<file path="config.mk">
export PLATFORM = sky130hd
export DESIGN_NAME = spi_reg_target
export DESIGN_NICKNAME = d
export VERILOG_FILES = /design/src/rtl/spi_tgt_pkg.sv /design/src/rtl/spi_pin_sync.sv /design/src/rtl/spi_reg_map.sv /design/src/rtl/spi_frame_ctrl.sv /design/src/rtl/spi_reg_target.sv
export SDC_FILE = /design/constraint.sdc
export NUM_CORES = 1
export LEC_CHECK = 0
export BUFFER_PORTS_ARGS = -buffer_cell sky130_fd_sc_hd__buf_4
export CORE_AREA = 2 2 95 142
export CTS_BUF_LIST = sky130_fd_sc_hd__clkbuf_4 sky130_fd_sc_hd__clkbuf_8
export DETAILED_ROUTE_END_ITERATION = 6
export DIE_AREA = 0 0 97 144
export PLACE_DENSITY = 0.91
export SLEW_MARGIN = 40
export SYNTH_ARGS = -nofsm -noshare
export SYNTH_HDL_FRONTEND = slang
export SYNTH_HIERARCHICAL = 1
export SYNTH_SLANG_ARGS = --single-unit
</file>
<file path="constraint.sdc">
create_clock -name clk -period 3.55 [get_ports clk]
set_input_delay 0.5325 -clock clk [delete_from_list [all_inputs] [get_ports clk]]
set_output_delay 0.5325 -clock clk [all_outputs]
set_load 0.05 [all_outputs]
</file>
<file path="src/rtl/spi_tgt_pkg.sv">
package spi_tgt_pkg;

    localparam int CMD_W  = 8;
    localparam int ADDR_W = 16;
    localparam int HDR_W  = CMD_W + ADDR_W;

    localparam logic [1:0] OP_READ  = 2'b00;
    localparam logic [1:0] OP_WRITE = 2'b01;

    typedef enum logic [3:0] {
        ST_IDLE,
        ST_HDR,
        ST_LOOK,
        ST_RD_STB,
        ST_RD_CAP,
        ST_RD_OUT,
        ST_WR,
        ST_WR_COMMIT,
        ST_DONE,
        ST_DROP
    } frame_st_e;

endpackage

</file>
<file path="src/rtl/spi_pin_sync.sv">
module spi_pin_sync #(
    parameter int SYNC_STAGES = 2
) (
    input  logic clk,
    input  logic rst_n,
    input  logic sclk,
    input  logic cs_n,
    input  logic mosi,
    output logic sclk_rise,
    output logic sclk_fall,
    output logic cs_active,
    output logic mosi_s
);

    typedef struct packed {
        logic [SYNC_STAGES:0]   sclk;
        logic [SYNC_STAGES-1:0] cs_n;
        logic [SYNC_STAGES-1:0] mosi;
    } pin_t;

    pin_t pin_d, pin_q;

    always_comb begin
        pin_d      = pin_q;
        pin_d.sclk = {pin_q.sclk[SYNC_STAGES-1:0], sclk};
        pin_d.cs_n = {pin_q.cs_n[SYNC_STAGES-2:0], cs_n};
        pin_d.mosi = {pin_q.mosi[SYNC_STAGES-2:0], mosi};
    end

    always_ff @(posedge clk or negedge rst_n) begin
        if (!rst_n) begin
            pin_q.sclk <= '0;
            pin_q.cs_n <= '1;
            pin_q.mosi <= '0;
        end else begin
            pin_q <= pin_d;
        end
    end

    assign sclk_rise = pin_q.sclk[SYNC_STAGES-1] & ~pin_q.sclk[SYNC_STAGES];
    assign sclk_fall = ~pin_q.sclk[SYNC_STAGES-1] & pin_q.sclk[SYNC_STAGES];
    assign cs_active = ~pin_q.cs_n[SYNC_STAGES-1];
    assign mosi_s    = pin_q.mosi[SYNC_STAGES-1];

    AST_EDGE_EXCL: assert property (@(posedge clk) disable iff (!rst_n)
        !(sclk_rise && sclk_fall));

endmodule

</file>
<file path="src/rtl/spi_reg_map.sv">
module spi_reg_map #(
    parameter int DATA_W = 32,
    parameter int LEN_W  = $clog2(DATA_W + 1),
    parameter int N_REGS = 2,
    parameter logic [N_REGS-1:0][15:0]      REG_ADDRS = {16'h9104, 16'h9004},
    parameter logic [N_REGS-1:0][LEN_W-1:0] REG_LENS  = {N_REGS{LEN_W'(DATA_W)}}
) (
    input  logic [15:0]      addr,
    output logic             hit,
    output logic [LEN_W-1:0] len
);

    logic [N_REGS-1:0] match;

    for (genvar g = 0; g < N_REGS; g++) begin : g_match
        assign match[g] = (addr == REG_ADDRS[g]);
    end

    always_comb begin
        hit = |match;
        len = LEN_W'(DATA_W);
        for (int i = 0; i < N_REGS; i++) begin
            if (match[i]) len = REG_LENS[i];
        end
    end

endmodule

</file>
<file path="src/rtl/spi_frame_ctrl.sv">
module spi_frame_ctrl
    import spi_tgt_pkg::*;
#(
    parameter int DATA_W = 32,
    parameter int LEN_W  = $clog2(DATA_W + 1)
) (
    input  logic              clk,
    input  logic              rst_n,
    input  logic              sclk_rise,
    input  logic              sclk_fall,
    input  logic              cs_active,
    input  logic              mosi_s,
    input  logic [3:0]        strap_chip_id,
    input  logic [1:0]        strap_mc_id,
    input  logic              map_hit,
    input  logic [LEN_W-1:0]  map_len,
    input  logic [DATA_W-1:0] reg_rdata,
    output logic [15:0]       reg_addr,
    output logic [DATA_W-1:0] reg_wdata,
    output logic              reg_wr,
    output logic              reg_rd,
    output logic              miso,
    output logic              miso_oe
);

    localparam int CNT_W = $clog2(HDR_W + DATA_W + 1);

    typedef struct packed {
        frame_st_e          st;
        logic [CNT_W-1:0]   cnt;
        logic [CMD_W-1:0]   cmd;
        logic [ADDR_W-1:0]  addr;
        logic [DATA_W-1:0]  wdat;
        logic [DATA_W-1:0]  tx;
        logic [LEN_W-1:0]   len;
        logic               hit;
        logic               miso;
    } frm_t;

    frm_t frm_d, frm_q;

    logic [CMD_W-1:0] cmd_nx;
    logic [CNT_W-1:0] cnt_inc;
    logic [CNT_W-1:0] wr_total;
    logic             hdr_bad;

    always_comb begin
        cmd_nx   = {frm_q.cmd[CMD_W-2:0], mosi_s};
        cnt_inc  = frm_q.cnt + 1'b1;
        wr_total = CNT_W'(HDR_W) + CNT_W'(frm_q.len);
        hdr_bad  = (cmd_nx[7:4] != strap_chip_id) ||
                   (cmd_nx[3:2] != strap_mc_id)   ||
                   cmd_nx[1];

        frm_d = frm_q;

        if (!cs_active && frm_q.st != ST_WR_COMMIT) begin
            frm_d.st  = ST_IDLE;
            frm_d.cnt = '0;
        end else begin
            unique case (frm_q.st)
                ST_IDLE, ST_HDR: begin
                    frm_d.st = ST_HDR;
                    if (frm_q.st == ST_IDLE) frm_d.cnt = '0;
                    if (sclk_rise) begin
                        frm_d.cnt = (frm_q.st == ST_IDLE) ? CNT_W'(1) : cnt_inc;
                        if (frm_q.st == ST_IDLE || frm_q.cnt < CNT_W'(CMD_W)) begin
                            frm_d.cmd = cmd_nx;
                        end else begin
                            frm_d.addr = {frm_q.addr[ADDR_W-2:0], mosi_s};
                        end
                        if (frm_q.st == ST_HDR && frm_q.cnt == CNT_W'(CMD_W - 1) && hdr_bad) begin
                            frm_d.st = ST_DROP;
                        end
                        if (frm_q.st == ST_HDR && frm_q.cnt == CNT_W'(HDR_W - 1)) begin
                            frm_d.st = ST_LOOK;
                        end
                    end
                end
                ST_LOOK: begin
                    frm_d.hit = map_hit;
                    frm_d.len = map_len;
                    if (frm_q.cmd[1:0] == OP_WRITE) begin
                        frm_d.wdat = '0;
                        frm_d.st   = ST_WR;
                    end else if (map_hit) begin
                        frm_d.st = ST_RD_STB;
                    end else begin
                        frm_d.tx = '0;
                        frm_d.st = ST_RD_OUT;
                    end
                end
                ST_RD_STB: begin
                    frm_d.st = ST_RD_CAP;
                end
                ST_RD_CAP: begin
                    frm_d.tx = reg_rdata << (DATA_W - int'(frm_q.len));
                    frm_d.st = ST_RD_OUT;
                end
                ST_RD_OUT: begin
                    if (sclk_fall) begin
                        frm_d.miso = frm_q.tx[DATA_W-1];
                        frm_d.tx   = frm_q.tx << 1;
                    end
                end
                ST_WR: begin
                    if (sclk_rise) begin
                        frm_d.wdat = {frm_q.wdat[DATA_W-2:0], mosi_s};
                        frm_d.cnt  = cnt_inc;
                        if (cnt_inc == wr_total) begin
                            frm_d.st = frm_q.hit ? ST_WR_COMMIT : ST_DONE;
                        end
                    end
                end
                ST_WR_COMMIT: begin
                    frm_d.st = cs_active ? ST_DONE : ST_IDLE;
                    if (!cs_active) frm_d.cnt = '0;
                end
                ST_DONE, ST_DROP: begin
                    frm_d.st = frm_q.st;
                end
                default: begin
                    frm_d.st = ST_IDLE;
                end
            endcase
        end
    end

    always_ff @(posedge clk or negedge rst_n) begin
        if (!rst_n) begin
            frm_q.st   <= ST_IDLE;
            frm_q.cnt  <= '0;
            frm_q.cmd  <= '0;
            frm_q.addr <= '0;
            frm_q.wdat <= '0;
            frm_q.tx   <= '0;
            frm_q.len  <= '0;
            frm_q.hit  <= 1'b0;
            frm_q.miso <= 1'b0;
        end else begin
            frm_q <= frm_d;
        end
    end

    assign reg_addr  = frm_q.addr;
    assign reg_wdata = frm_q.wdat;
    assign reg_rd    = (frm_q.st == ST_RD_STB);
    assign reg_wr    = (frm_q.st == ST_WR_COMMIT);
    assign miso      = frm_q.miso;
    assign miso_oe   = (frm_q.st == ST_RD_OUT);

    AST_WR_ONLY_FULL: assert property (@(posedge clk) disable iff (!rst_n)
        reg_wr |-> (frm_q.cnt == wr_total));
    AST_WR_PULSE: assert property (@(posedge clk) disable iff (!rst_n)
        reg_wr |=> !reg_wr);
    AST_RD_PULSE: assert property (@(posedge clk) disable iff (!rst_n)
        reg_rd |=> !reg_rd);
    AST_MISO_ON_FALL: assert property (@(posedge clk) disable iff (!rst_n)
        (miso_oe && !sclk_fall) |=> $stable(miso));
    AST_OE_RELEASE: assert property (@(posedge clk) disable iff (!rst_n)
        !cs_active |=> !miso_oe);
    AST_CNT_BOUND: assert property (@(posedge clk) disable iff (!rst_n)
        frm_q.cnt <= CNT_W'(HDR_W + DATA_W));

endmodule

</file>
<file path="src/rtl/spi_reg_target.sv">
module spi_reg_target #(
    parameter int DATA_W      = 32,
    parameter int LEN_W       = $clog2(DATA_W + 1),
    parameter int SYNC_STAGES = 2,
    parameter int N_REGS      = 2,
    parameter logic [N_REGS-1:0][15:0]      REG_ADDRS = {16'h9104, 16'h9004},
    parameter logic [N_REGS-1:0][LEN_W-1:0] REG_LENS  = {N_REGS{LEN_W'(DATA_W)}}
) (
    input  logic              clk,
    input  logic              rst_n,
    input  logic [3:0]        strap_chip_id,
    input  logic [1:0]        strap_mc_id,
    input  logic              spi_sclk,
    input  logic              spi_cs_n,
    input  logic              spi_mosi,
    output logic              spi_miso,
    output logic              spi_miso_oe,
    output logic [15:0]       reg_addr,
    output logic [DATA_W-1:0] reg_wdata,
    output logic              reg_wr,
    output logic              reg_rd,
    input  logic [DATA_W-1:0] reg_rdata
);

    logic             sclk_rise;
    logic             sclk_fall;
    logic             cs_active;
    logic             mosi_s;
    logic             map_hit;
    logic [LEN_W-1:0] map_len;

    spi_pin_sync #(
        .SYNC_STAGES (SYNC_STAGES)
    ) u_sync (
        .clk       (clk),
        .rst_n     (rst_n),
        .sclk      (spi_sclk),
        .cs_n      (spi_cs_n),
        .mosi      (spi_mosi),
        .sclk_rise (sclk_rise),
        .sclk_fall (sclk_fall),
        .cs_active (cs_active),
        .mosi_s    (mosi_s)
    );

    spi_reg_map #(
        .DATA_W    (DATA_W),
        .LEN_W     (LEN_W),
        .N_REGS    (N_REGS),
        .REG_ADDRS (REG_ADDRS),
        .REG_LENS  (REG_LENS)
    ) u_map (
        .addr (reg_addr),
        .hit  (map_hit),
        .len  (map_len)
    );

    spi_frame_ctrl #(
        .DATA_W (DATA_W),
        .LEN_W  (LEN_W)
    ) u_ctrl (
        .clk           (clk),
        .rst_n         (rst_n),
        .sclk_rise     (sclk_rise),
        .sclk_fall     (sclk_fall),
        .cs_active     (cs_active),
        .mosi_s        (mosi_s),
        .strap_chip_id (strap_chip_id),
        .strap_mc_id   (strap_mc_id),
        .map_hit       (map_hit),
        .map_len       (map_len),
        .reg_rdata     (reg_rdata),
        .reg_addr      (reg_addr),
        .reg_wdata     (reg_wdata),
        .reg_wr        (reg_wr),
        .reg_rd        (reg_rd),
        .miso          (spi_miso),
        .miso_oe       (spi_miso_oe)
    );

    AST_STROBE_EXCL: assert property (@(posedge clk) disable iff (!rst_n)
        !(reg_wr && reg_rd));

endmodule

</file>
== After elaboration in Yosys (flattened, before gate mapping) ==
Index checks and enable logic that the tools add are counted.
Storage, ports and cells
  register bits: 108
  output and inout port bits: 52
  word-level logic and storage cells: 97
Cells by class
  $add $sub $neg: 3
  order comparisons: 1
  eq/ne operators: 28
  shift operators: 1
  muxes and demuxes: 24
  bitwise operators: 6
  reduce and logical (&&, ||, !) cells: 22
Operators by type and width (count)
  32-bit two-way mux: 5
  32-bit one-hot mux with 3 select lines: 1
  32-bit one-hot mux with 2 select lines: 1
  34-bit two-way mux: 1
  16-bit == test (second input constant): 2
  32-bit by 32-bit left shift with 32-bit output: 1
  4-bit one-hot mux with 7 select lines: 1
  10-bit two-way mux: 2
  4-bit two-way mux: 5
  6-bit two-way mux: 3
  6-bit one-hot mux with 3 select lines: 1
  4-bit by 3-bit == test with 1-bit output (second input constant): 4
  16-bit two-way mux: 1
  4-bit AND reduction: 4
  4-bit by 2-bit == test with 1-bit output (second input constant): 2
  4-bit == test (second input constant): 2
  8-bit two-way mux: 1
  6-bit by 6-bit subtractor with 7-bit output (first input constant): 1
  5-bit by 6-bit adder with 6-bit output (first input constant): 1
  6-bit by 1-bit adder with 6-bit output (second input constant): 1
  6-bit by 3-bit == test with 1-bit output (second input constant): 1
  6-bit by 5-bit == test with 1-bit output (second input constant): 1
  6-bit == test: 1
  6-bit by 4-bit < comparator with 1-bit output (second input constant): 1
  other kinds (24): 41

== Depth between registers and ports, before layout ==
Gate-level depths: netlist of run 1.
  depth in word-level cells: 9
  gate-level depth with buffers: 12
  gate-level depth less buffers: 7

== Modules after synthesis ==
The synthesis of run 1 kept the hierarchy.
By module, submodules not included
  spi_frame_ctrl: instances 1, cells an instance 750, area each 7325.8 sq um, seq. area each 2627.5 sq um
  spi_pin_sync: instances 1, cells an instance 10, area each 196.4 sq um, seq. area each 177.7 sq um
  spi_reg_map: instances 1, cells an instance 13, area each 105.1 sq um, seq. area each 0.0 sq um

== Least setup slack after synthesis of run 1 ==
OpenSTA, ideal clock, no wires.
  kind: flip-flop to flip-flop
  from: reg, netlist name u_ctrl/frm_q[2]
  to: reg u_ctrl/frm_q[26] (netlist name)
  setup time: 0.126 ns
  arrival: 2.740 ns
  slack: 0.684 ns
  stages on the path, launching flop included: 11
  buffers on the path: 3
  cell sequence: dfrtp_1 > buf_4 > buf_4 > buf_4 > inv_1 > ha_1 > xor2_1 > mux4_1 > nand3_1 > nand3_1 > a221o_1
RTL lines
  end signal, assigned: RTL line spi_frame_ctrl.sv:141  | frm_q <= frm_d;
  end, declared: RTL line spi_frame_ctrl.sv:40  | frm_t frm_d, frm_q;

==> flow_summary.toml, run 1 <==
[run_status]
status = "completed"

[critical_path]
crit_family = "simple AND/OR/NAND/NOR gates"
path_class = "flip-flop to flip-flop"
worstPathMaxFanout = 9
path_buf_inv = 1
slowest_stage = "or4b_1"
reg2reg_from = "u_ctrl/frm_q[3]"
crit_arrival_ps = 3180
crit_chain = "inv_1 -> ha_1 -> or4b_1 -> o31ai_2 -> nand3_1 -> or3_1 -> a21oi_1"
critPathLaunch = "u_ctrl/frm_q[3]"
cpPeakStageDelay_ps = 660
critPathCaptureType = "flip-flop"
worstSetupStartpointType = "flip-flop"
worstPathRequired_ps = 3860

[die]
die_w_um = 97
initial_core_util = 0.595
die-area_um2 = 14000
ioPinCount = 95
std_cell_rows = 51
die_y_um = 144
core_region_area_um2 = 12800

[cts]
clk_pin_slew_ps = 120
cts_buffer_depth = 2
clock_latency_ps = 380
h-tree-depth = 3
post_cts_buffers = 0
cts.sinks = 112
cts_resized = 0
cts_tree = "yes"
numCtsBuffers = 9
ctsHoldBuffers = 0
cts-root-buf = "clkbuf_8"

[sta]
whs_ps = 131
layout_min_cycle_time_ps = 2870
fin_crit_sh = 0.809
rsz0062_at_grt = "false"
max_slew_margin = 0.475
finClkSkew_ps = 19.8
tightest_slew_ps = 783
fmax_mhz = 348
setup_viol = 0
final_hold_viol_count = 0
finalMaxSlewViolations = 0
fin_setup_tns_ps = 0

[finish]
fin_util = 0.648
nFillCells = 1009
areaGrowthSynthToFinish_pct = 9.01
diodes = 0
num-nets-final = 840
final_area_um2 = 8310
final_layout_size_suffix_gt1_frac = 0.293

[yosys]
yosysMostFrequentCell = "nand2_1"
netlist_top_cells_count = "nand2_1, dfrtp_1, buf_4"
avgSynthCellArea_um2 = 9.87
yosysUniqueCellTypes = 78
yosys_warnings = 6
synth.largest_area_cell = "dfrtp_1"
syn-cell-area_um2 = 7630
synth_area_leaders = "dfrtp_1, mux2_2, mux4_2, buf_4, nand2_1"
synth-seq-area-share = 0.368
netlist.area_leader.share = 0.361
synth-seq-cells = 112
ys.flop_type = "dfrtp_1"
synthCells = 773
ys_async_sr_fraction = 1.00
synth-edff-count = 0

[routing]
route.detailed.drc = 0
wl_um = 18400
vias_per_cell = 6.46
wl_per_cell_um = 19.2
drt_iter0_markers = 479
dr_total_vias = 6183
drt.antenna.violating_nets = 0
first_pass_iters = 5

[place]
gp_congestion = 1.00
port-buffer-count = 94
place_area_um2 = 8120
dp_hpwl_um = 13600

[global_route]
antenna_found_initial = 0
globalRouteTotalUtil = 0.266
grt_max_degree = 70
grt_pass1_vias = 6037
overflow = 0
grt_pass1_wl_um = 30300

[job]
drv_cap = 0

[power_and_ir_drop]
netSwitchingFraction = 0.305
seq_power_share = 0.510
switchingPower_uw = 816
report.power.total_uw = 2670
p_int_uw = 1860
p_leak_uw = 0.00374
combPwrFrac = 0.208
vdd.ir_drop.worst_v = 0.000176
power_per_cell_area_nw_per_um2 = 322
p_clk_frac = 0.282

[hold_path]
hold_class = "input port to async pin"
[cell families after synthesis]
logic type / share of synthesized area
buffers and inverters: 0.0930
AOI/OAI and AO/OA: 0.122
xor gates and xnor gates: 0.0303
and+or+nand+nor: 0.175
DFF: 0.368
other: 0.000985
muxes: 0.205
adders and majority gates: 0.00656
[through the flow]
stage | setup slack [ps] | instances
3_3_place_gp | 772 | 941
4_1_cts | 736 | 957
6_report | 677 | 957
5_1_grt | 491 | 957
3_5_place_dp | 756 | 941
2_1_floorplan | 684 | 777
[path summary, 6_finish.rpt]
kind	endpoint	slack [ps]	cells past startpoint
max in group asynchronous	u_sync/pin_q[3]	2640	2
setup / recovery	u_ctrl/frm_q[18]	680	7
setup reg to reg	u_ctrl/frm_q[18]	680	7
hold / removal	u_ctrl/reg_addr[14]	130	1
min in group clk	u_sync/pin_d[1]	250	1
hold reg to reg	u_sync/pin_q[3]	370	0
[cell usage in the layout (no fill, tap or decap), types with 5 or more instances in the layout]
cell / Yosys / layout
nand2_1: 113 / 112
buf_4: 61 / 111
dfrtp_1: 110 / 109
mux2_2: 57 / 57
nand3_1: 56 / 56
mux2i_1: 37 / 37
nor2_1: 29 / 29
a21oi_1: 23 / 23
mux4_2: 22 / 22
inv_1: 15 / 15
xnor2_1: 16 / 15
o21ai_0: 12 / 12
o211ai_1: 10 / 10
clkbuf_8: 0 / 9
and3_1: 7 / 7
a22oi_1: 7 / 7
nor3_1: 7 / 7
nand2b_1: 6 / 6
and2_1: 6 / 6
o2111ai_1: 6 / 6
a31oi_1: 6 / 6
a32oi_1: 6 / 6
conb_1: 2 / 6
xor2_1: 6 / 5
nand4_1: 5 / 5
[power groups by stage]
stage | combinational (uW) | clock (uW) | sequential [uW]
6_report | 556 | 753 | 1360
5_1_grt | 594 | 822 | 1370
4_1_cts | 546 | 773 | 1360
3_5_place_dp | 542 | 0 | 1390
3_3_place_gp | 534 | 0 | 1390
2_1_floorplan | 383 | 0 | 1370
[state kept, by name, indices dropped and copies added (netlist names)]
| signal | count |
|---|---|
| u_ctrl/reg_addr | 16 |
| u_sync/mosi_s | 1 |
| u_ctrl/cmd_nx | 7 |
| u_ctrl/frm_q | 49 |
| u_ctrl/reg_wdata | 32 |
| u_ctrl/miso | 1 |
| u_sync/pin_q | 2 |
| u_sync/pin_d | 4 |
[layout make-up]
type | instances | area (um2) | area share
flip-flops and latches | 112 | 2810 | 0.338
inverters | 15 | 56.3 | 0.00677
well taps | 159 | 199 | 0.0239
repair buffers | 113 | 873 | 0.105
clock buffers | 9 | 124 | 0.0149
clock inverters | 7 | 72.6 | 0.00873
multi-input cells | 542 | 4180 | 0.503
[per-layer routing]
| metal | global-route usage | vias to the layer above | part of all wire | wire (um) |
|---|---|---|---|---|
| met5 | 0 | - | 0 | 0 |
| met4 | 0.128 | 0 | 0.042 | 773 |
| met3 | 0.0319 | 62 | 0.057 | 1050 |
| met2 | 0.459 | 301 | 0.50 | 9260 |
| met1 | 0.336 | 3016 | 0.40 | 7280 |
| li1 | - | 2804 | - | - |
No activity file was read; power rests on OpenSTA's default activity.
==> run 2, diff against run 1 <==
--- a/config.mk
+++ b/config.mk
@@ -5,11 +5,12 @@
 export SDC_FILE = /design/constraint.sdc
 export NUM_CORES = 1
 export LEC_CHECK = 0
+export ABC_AREA = 1
 export BUFFER_PORTS_ARGS = -buffer_cell sky130_fd_sc_hd__buf_4
-export CORE_AREA = 2 2 95 142
+export CORE_AREA = 2 2 93 139
 export CTS_BUF_LIST = sky130_fd_sc_hd__clkbuf_4 sky130_fd_sc_hd__clkbuf_8
 export DETAILED_ROUTE_END_ITERATION = 6
-export DIE_AREA = 0 0 97 144
+export DIE_AREA = 0 0 95 141
 export PLACE_DENSITY = 0.91
 export SLEW_MARGIN = 40
 export SYNTH_ARGS = -nofsm -noshare
==> constraint.sdc (replaced) <==
create_clock -name clk -period 2.87 [get_ports clk]
set_input_delay 0.4305 -clock clk [delete_from_list [all_inputs] [get_ports clk]]
set_output_delay 0.4305 -clock clk [all_outputs]
set_load 0.05 [all_outputs]
==> flow_summary.toml, run 2 <==
[sta]
final_hold_viol_count = 0
finalMaxSlewViolations = 0
fin_setup_tns_ps = 0
whs_ps = 80.3
layout_min_cycle_time_ps = 2370
fin_crit_sh = 0.825
max_slew_margin = 0.496
rsz0062_at_grt = "false"
fmax_mhz = 422
finClkSkew_ps = 11.2
tightest_slew_ps = 755
setup_viol = 0

[critical_path]
crit_arrival_ps = 2670
reg2reg_from = "u_ctrl/frm_q[2]"
path_class = "flip-flop to flip-flop"
worstSetupStartpointType = "flip-flop"
r2r_end = "u_ctrl/frm_q[24]"
worstPathRequired_ps = 3180
r2r_setup_slack_ps = 500
reg2reg_depth = 13
critPathLaunch = "u_ctrl/frm_q[2]"
worstPathMaxFanout = 59
critPathCaptureType = "flip-flop"
crit_path_end = "u_ctrl/frm_q[24]"

[die]
initial_core_util = 0.589
core_region_area_um2 = 12300
die-area_um2 = 13400
std_cell_rows = 50
ioPinCount = 95
die_w_um = 95
die_y_um = 141

[yosys]
synthXorXnorAreaFrac = 0.0169
synthSimpleGateAreaFrac = 0.307
syn-cell-area_um2 = 7260
yosys_warnings = 6
netlist.area_leader.share = 0.379
avgSynthCellArea_um2 = 7.15
netlist_top_cells_count = "nand3_1, nand2_1, dfrtp_1"
synth-seq-area-share = 0.386
synth_fa_ha_area_frac = 0.00689
synth.area.mux_share = 0.00775
synth-seq-cells = 112
synth-edff-count = 0
yosysUniqueCellTypes = 41
synth_top_family_by_area = "simple AND/OR/NAND/NOR gates"
synth_area_leaders = "dfrtp_1, nand3_1, nand2_1, buf_4, o21ai_0"
synth.largest_area_cell = "dfrtp_1"
synth_compound_area_frac = 0.130
synthCells = 1015
ys_async_sr_fraction = 1.00
ys.flop_type = "dfrtp_1"
yosysMostFrequentCell = "nand3_1"

[cts]
post_cts_buffers = 0
cts_tree = "yes"
cts.sinks = 112
h-tree-depth = 3
clock_latency_ps = 370
cts_resized = 0
cts_buffer_depth = 2
clk_pin_slew_ps = 110
ctsHoldBuffers = 0
cts-root-buf = "clkbuf_8"
numCtsBuffers = 9

[finish]
seqCellArea_um2 = 2810
diodes = 0
final_cell_mix = "nand3_1, nand2_1, buf_4, dfrtp_1, inv_1"
nFillCells = 1106
num-nets-final = 1079
areaGrowthSynthToFinish_pct = 8.53
multi_input_area_um2 = 3440
fin_util = 0.639
layout_commonest_cell = "nand3_1"
regMostFlops = "u_ctrl/frm_q"
final_layout_size_suffix_gt1_frac = 0.157
largest_reg_flops = 49

[routing]
wl_per_cell_um = 15.6
dr_total_vias = 6866
drt.antenna.violating_nets = 0
vias_per_cell = 5.76
wl_um = 18600
drt_iter0_markers = 504
route.detailed.drc = 0
first_pass_iters = 5

[power_and_ir_drop]
p_clk_frac = 0.282
p_leak_uw = 0.00374
netSwitchingFraction = 0.318
vdd.ir_drop.worst_v = 0.000325
seq_power_share = 0.514
combPwrFrac = 0.203
power_per_cell_area_nw_per_um2 = 404
switchingPower_uw = 1010
p_int_uw = 2170

[global_route]
globalRouteTotalUtil = 0.288
antenna_found_initial = 0
grt_max_degree = 65
grt_pass1_vias = 6544
grt_pass1_wl_um = 30600
overflow = 0

[run_status]
status = "completed"

[place]
dp_hpwl_um = 13900
port-buffer-count = 94
gp_congestion = 0.975

[job]
drv_cap = 0

[hold_path]
hold_class = "input port to async pin"
-- run 2: logic make-up after synthesis --
group           after synthesis
compound gates              175
xor+xnor                     14
fa+ha+maj                     4
buf+inv                     214
flops                       112
mux                           5
other cells                   2
simple gates                489
-- run 2: area by class of cell --
cell class | instances | share of cell area
timing repair buffer | 112 | 0.110
sequential | 112 | 0.356
multi-input combinational | 693 | 0.436
clock buffer | 10 | 0.0167
clock inverter | 6 | 0.00667
tap | 156 | 0.0248
inverter | 104 | 0.0499
-- run 2: worst max-delay path: stages, from the launching register on --
cell	delay, ps
dfrtp_1	400
inv_2	130
ha_1	240
nand3_1	140
nand2_2	100
buf_12	220
nand3_1	150
inv_1	100
nand3_1	90
nor2_1	230
inv_1	110
a21oi_1	170
nand2_1	90
a21oi_1	130
-- run 2: power by group through the flow --
stage	Sequential (uW)	Combinational (uW)	Clock, uW
floorplan	1660	423	0
global placement	1660	636	0
detailed placement	1670	637	0
CTS	1630	639	938
global route	1640	721	982
finish	1630	647	898
-- run 2: worst min-delay path by stage --
stage          slack, ps  cells past startpoint       startpoint                   to
6_report              80                      1            rst_n     u_ctrl/frm_q[35]
4_1_cts               90                      1            rst_n  u_ctrl/reg_addr[11]
5_1_grt              120                      1            rst_n  u_ctrl/reg_addr[12]
2_1_floorplan        130                      0            rst_n     u_ctrl/cmd_nx[1]
3_3_place_gp         330                      0  u_sync/pin_d[1]        u_sync/mosi_s
3_5_place_dp         330                      0  u_sync/pin_d[5]      u_sync/pin_d[6]
-- run 2: per-stage QoR --
stage               total power [uW]  instance area [um2]  setup slack, ps  instances
floorplan                       2080                 7280              561       1019
global placement                2300                 7700              613       1177
detailed placement              2300                 7700              565       1177
CTS                             3210                 7880              542       1193
global route                    3340                 7880              257       1193
finish                          3180                 7880              502       1193
-- run 2: routing by layer --
layer / vias up / wire length (um) / share of wire / GRT usage
li1: 3354 / - / - / -
met1: 3172 / 7230 / 0.39 / 0.335
met2: 280 / 9240 / 0.50 / 0.497
met3: 60 / 1150 / 0.062 / 0.0513
met4: 0 / 979 / 0.053 / 0.154
met5: - / 0 / 0 / 0
==> run 3, diff against run 2 <==
--- a/config.mk
+++ b/config.mk
@@ -7,11 +7,11 @@
 export LEC_CHECK = 0
 export ABC_AREA = 1
 export BUFFER_PORTS_ARGS = -buffer_cell sky130_fd_sc_hd__buf_4
-export CORE_AREA = 2 2 93 139
+export CORE_AREA = 2 2 97 146
 export CTS_BUF_LIST = sky130_fd_sc_hd__clkbuf_4 sky130_fd_sc_hd__clkbuf_8
 export DETAILED_ROUTE_END_ITERATION = 6
-export DIE_AREA = 0 0 95 141
-export PLACE_DENSITY = 0.91
+export DIE_AREA = 0 0 99 148
+export PLACE_DENSITY = 0.88
 export SLEW_MARGIN = 40
 export SYNTH_ARGS = -nofsm -noshare
 export SYNTH_HDL_FRONTEND = slang
==> constraint.sdc (replaced) <==
create_clock -name clk -period 2.05 [get_ports clk]
set_input_delay 0.3075 -clock clk [delete_from_list [all_inputs] [get_ports clk]]
set_output_delay 0.3075 -clock clk [all_outputs]
set_load 0.05 [all_outputs]
==> flow_summary.toml, run 3 (synthesis gave the netlist of run 2 again) <==
[run_status]
status = "finished with violations"
violations = "setup timing"

[hold_path]
holdPathStages = 1
hold_start = "spi_mosi"
hold_class = "input port to flip-flop"
hold_end = "u_sync/pin_d[1]"

[critical_path]
critPathCaptureType = "flip-flop"
worstSetupStartpointType = "flip-flop"
r2r_end = "u_ctrl/frm_q[38]"
r2r_setup_slack_ps = -70
reg2reg_from = "u_ctrl/frm_q[2]"
worstPathMaxFanout = 7
path_class = "flip-flop to flip-flop"
worstPathRequired_ps = 2350
reg2reg_depth = 14
crit_arrival_ps = 2420

[sta]
fmax_mhz = 473
finalMaxSlewViolations = 0
final_hold_viol_count = 0
layout_min_cycle_time_ps = 2120
rsz0062_at_grt = "true"
finClkSkew_ps = 15.1
setup_viol = 7
tightest_slew_ps = 549
max_slew_margin = 0.634
layout_setup_ws_ps = -65.6
fin_crit_sh = 1.03

[power_and_ir_drop]
combPwrFrac = 0.253
vdd.ir_drop.worst_v = 0.000586
seq_power_share = 0.473
power_per_cell_area_nw_per_um2 = 529
switchingPower_uw = 1620
p_clk_frac = 0.274
p_leak_uw = 0.00428
p_int_uw = 3230
netSwitchingFraction = 0.334

[cts]
cts_buffer_depth = 2
numCtsBuffers = 9
cts_tree = "yes"
h-tree-depth = 3
cts.sinks = 112
cts-root-buf = "clkbuf_8"
clock_latency_ps = 380
clk_pin_slew_ps = 110

[die]
core_region_area_um2 = 13300
initial_core_util = 0.544
die-area_um2 = 14700
die_w_um = 99
ioPinCount = 95
std_cell_rows = 52
die_y_um = 148

[routing]
route.detailed.drc = 0
vias_per_cell = 5.96
wl_um = 21200
drt_iter0_markers = 694
first_pass_iters = 5
dr_total_vias = 7511
wl_per_cell_um = 16.8
drt.antenna.violating_nets = 0

[global_route]
grt_max_degree = 65
grt_pass1_wl_um = 31400
overflow = 0
globalRouteTotalUtil = 0.264
grt_pass1_vias = 6718
antenna_found_initial = 0

[finish]
diodes = 0
num-nets-final = 1140
layout_commonest_cell = "nand3_1"
nFillCells = 1023
final_cell_mix = "nand3_1, nand2_1, buf_4, dfrtp_1, inv_1"
final_layout_size_suffix_gt1_frac = 0.302
largest_reg_flops = 49
multi_input_area_um2 = 3960
regMostFlops = "u_ctrl/frm_q"
final_area_um2 = 9160
areaGrowthSynthToFinish_pct = 26.1
seqCellArea_um2 = 2810
instances_no_fill = 1260

[place]
gp_congestion = 1.02
place_area_um2 = 8140
port-buffer-count = 94
dp_cells = 1225
dp_hpwl_um = 14600

[job]
drv_cap = 0
## run 3: cell types whose count changed in the layout (fill, tap and decap cells not counted), sizes merged
cell,before,now
buf,112,166
clkbuf,10,14
clkinv,5,3
dlygate4sd3,0,2
inv,104,107
## run 3: worst max path at each step
stage / start / to / cells past startpoint
2_1_floorplan: u_ctrl/frm_q[2] / u_ctrl/frm_q[33] / 16
3_3_place_gp: u_ctrl/frm_q[2] / u_ctrl/frm_q[27] / 12
3_5_place_dp: u_ctrl/frm_q[2] / u_ctrl/frm_q[27] / 12
4_1_cts: u_ctrl/frm_q[2] / u_ctrl/frm_q[27] / 12
5_1_grt: u_ctrl/frm_q[3] / u_ctrl/frm_q[38] / 14
6_report: u_ctrl/frm_q[2] / u_ctrl/frm_q[38] / 14
## run 3: layout make-up
| cell class | count | share of cell area |
|---|---|---|
| multi-input combinational | 693 | 0.432 |
| inverter | 104 | 0.0452 |
| clock buffer | 9 | 0.0135 |
| timing repair buffer | 173 | 0.171 |
| tap | 162 | 0.0221 |
| sequential | 112 | 0.306 |
| clock inverter | 7 | 0.00915 |
## run 3: timing repair
| item | in CTS | in global routing |
|---|---|---|
| setup endpoints to repair | 15 | 41 |
| hold endpoints to repair | 36 | 1 |
| gates resized for setup | 14 | 128 |
| gates cloned | 0 | 5 |
| setup buffers | 2 | 10 |
| hold buffers | 1 | 1 |
| pin swaps | 4 | 39 |
## run 3: layer usage
metal / routed length, um / global-route usage / up-vias
li1: - / - / 3479
met1: 7400 / 0.304 / 3561
met2: 11200 / 0.468 / 373
met3: 1380 / 0.0326 / 98
met4: 1210 / 0.151 / 0
met5: 0 / 0 / -
## run 3: power by group through the flow
stage / registers, uW / logic [uW] / clock network (uW)
floorplan: 2320 / 604 / 0
global placement: 2330 / 981 / 0
detailed placement: 2330 / 991 / 0
CTS: 2290 / 1010 / 1370
global route: 2300 / 1330 / 1450
finish: 2290 / 1230 / 1330
## run 3: stage by stage
step	TNS, ps	util	hold WS, ps	worst slack, ps	power (uW)
finish	-179	0.687	30.3	-65.6	4850
global route	-2370	0.687	9.36	-183	5070
CTS	-15.2	0.632	2.16	-7.77	4670
detailed placement	-304	0.610	324	-83.8	3320
global placement	-110	0.610	317	-69.5	3310
floorplan	0	-	11.9	25.6	2930
## run 3: critical path, stage by stage, from the launching register on
cell       delay [ps]
dfrtp_1           420
inv_4              70
ha_4              150
nand3_4           100
nand2_8           130
buf_12            140
clkbuf_16         150
nand3_2            90
nand3_2           120
nand3_1            80
nand2_2           100
nand2_1            90
nand3_1           140
nand3_1           110
a21oi_2           130
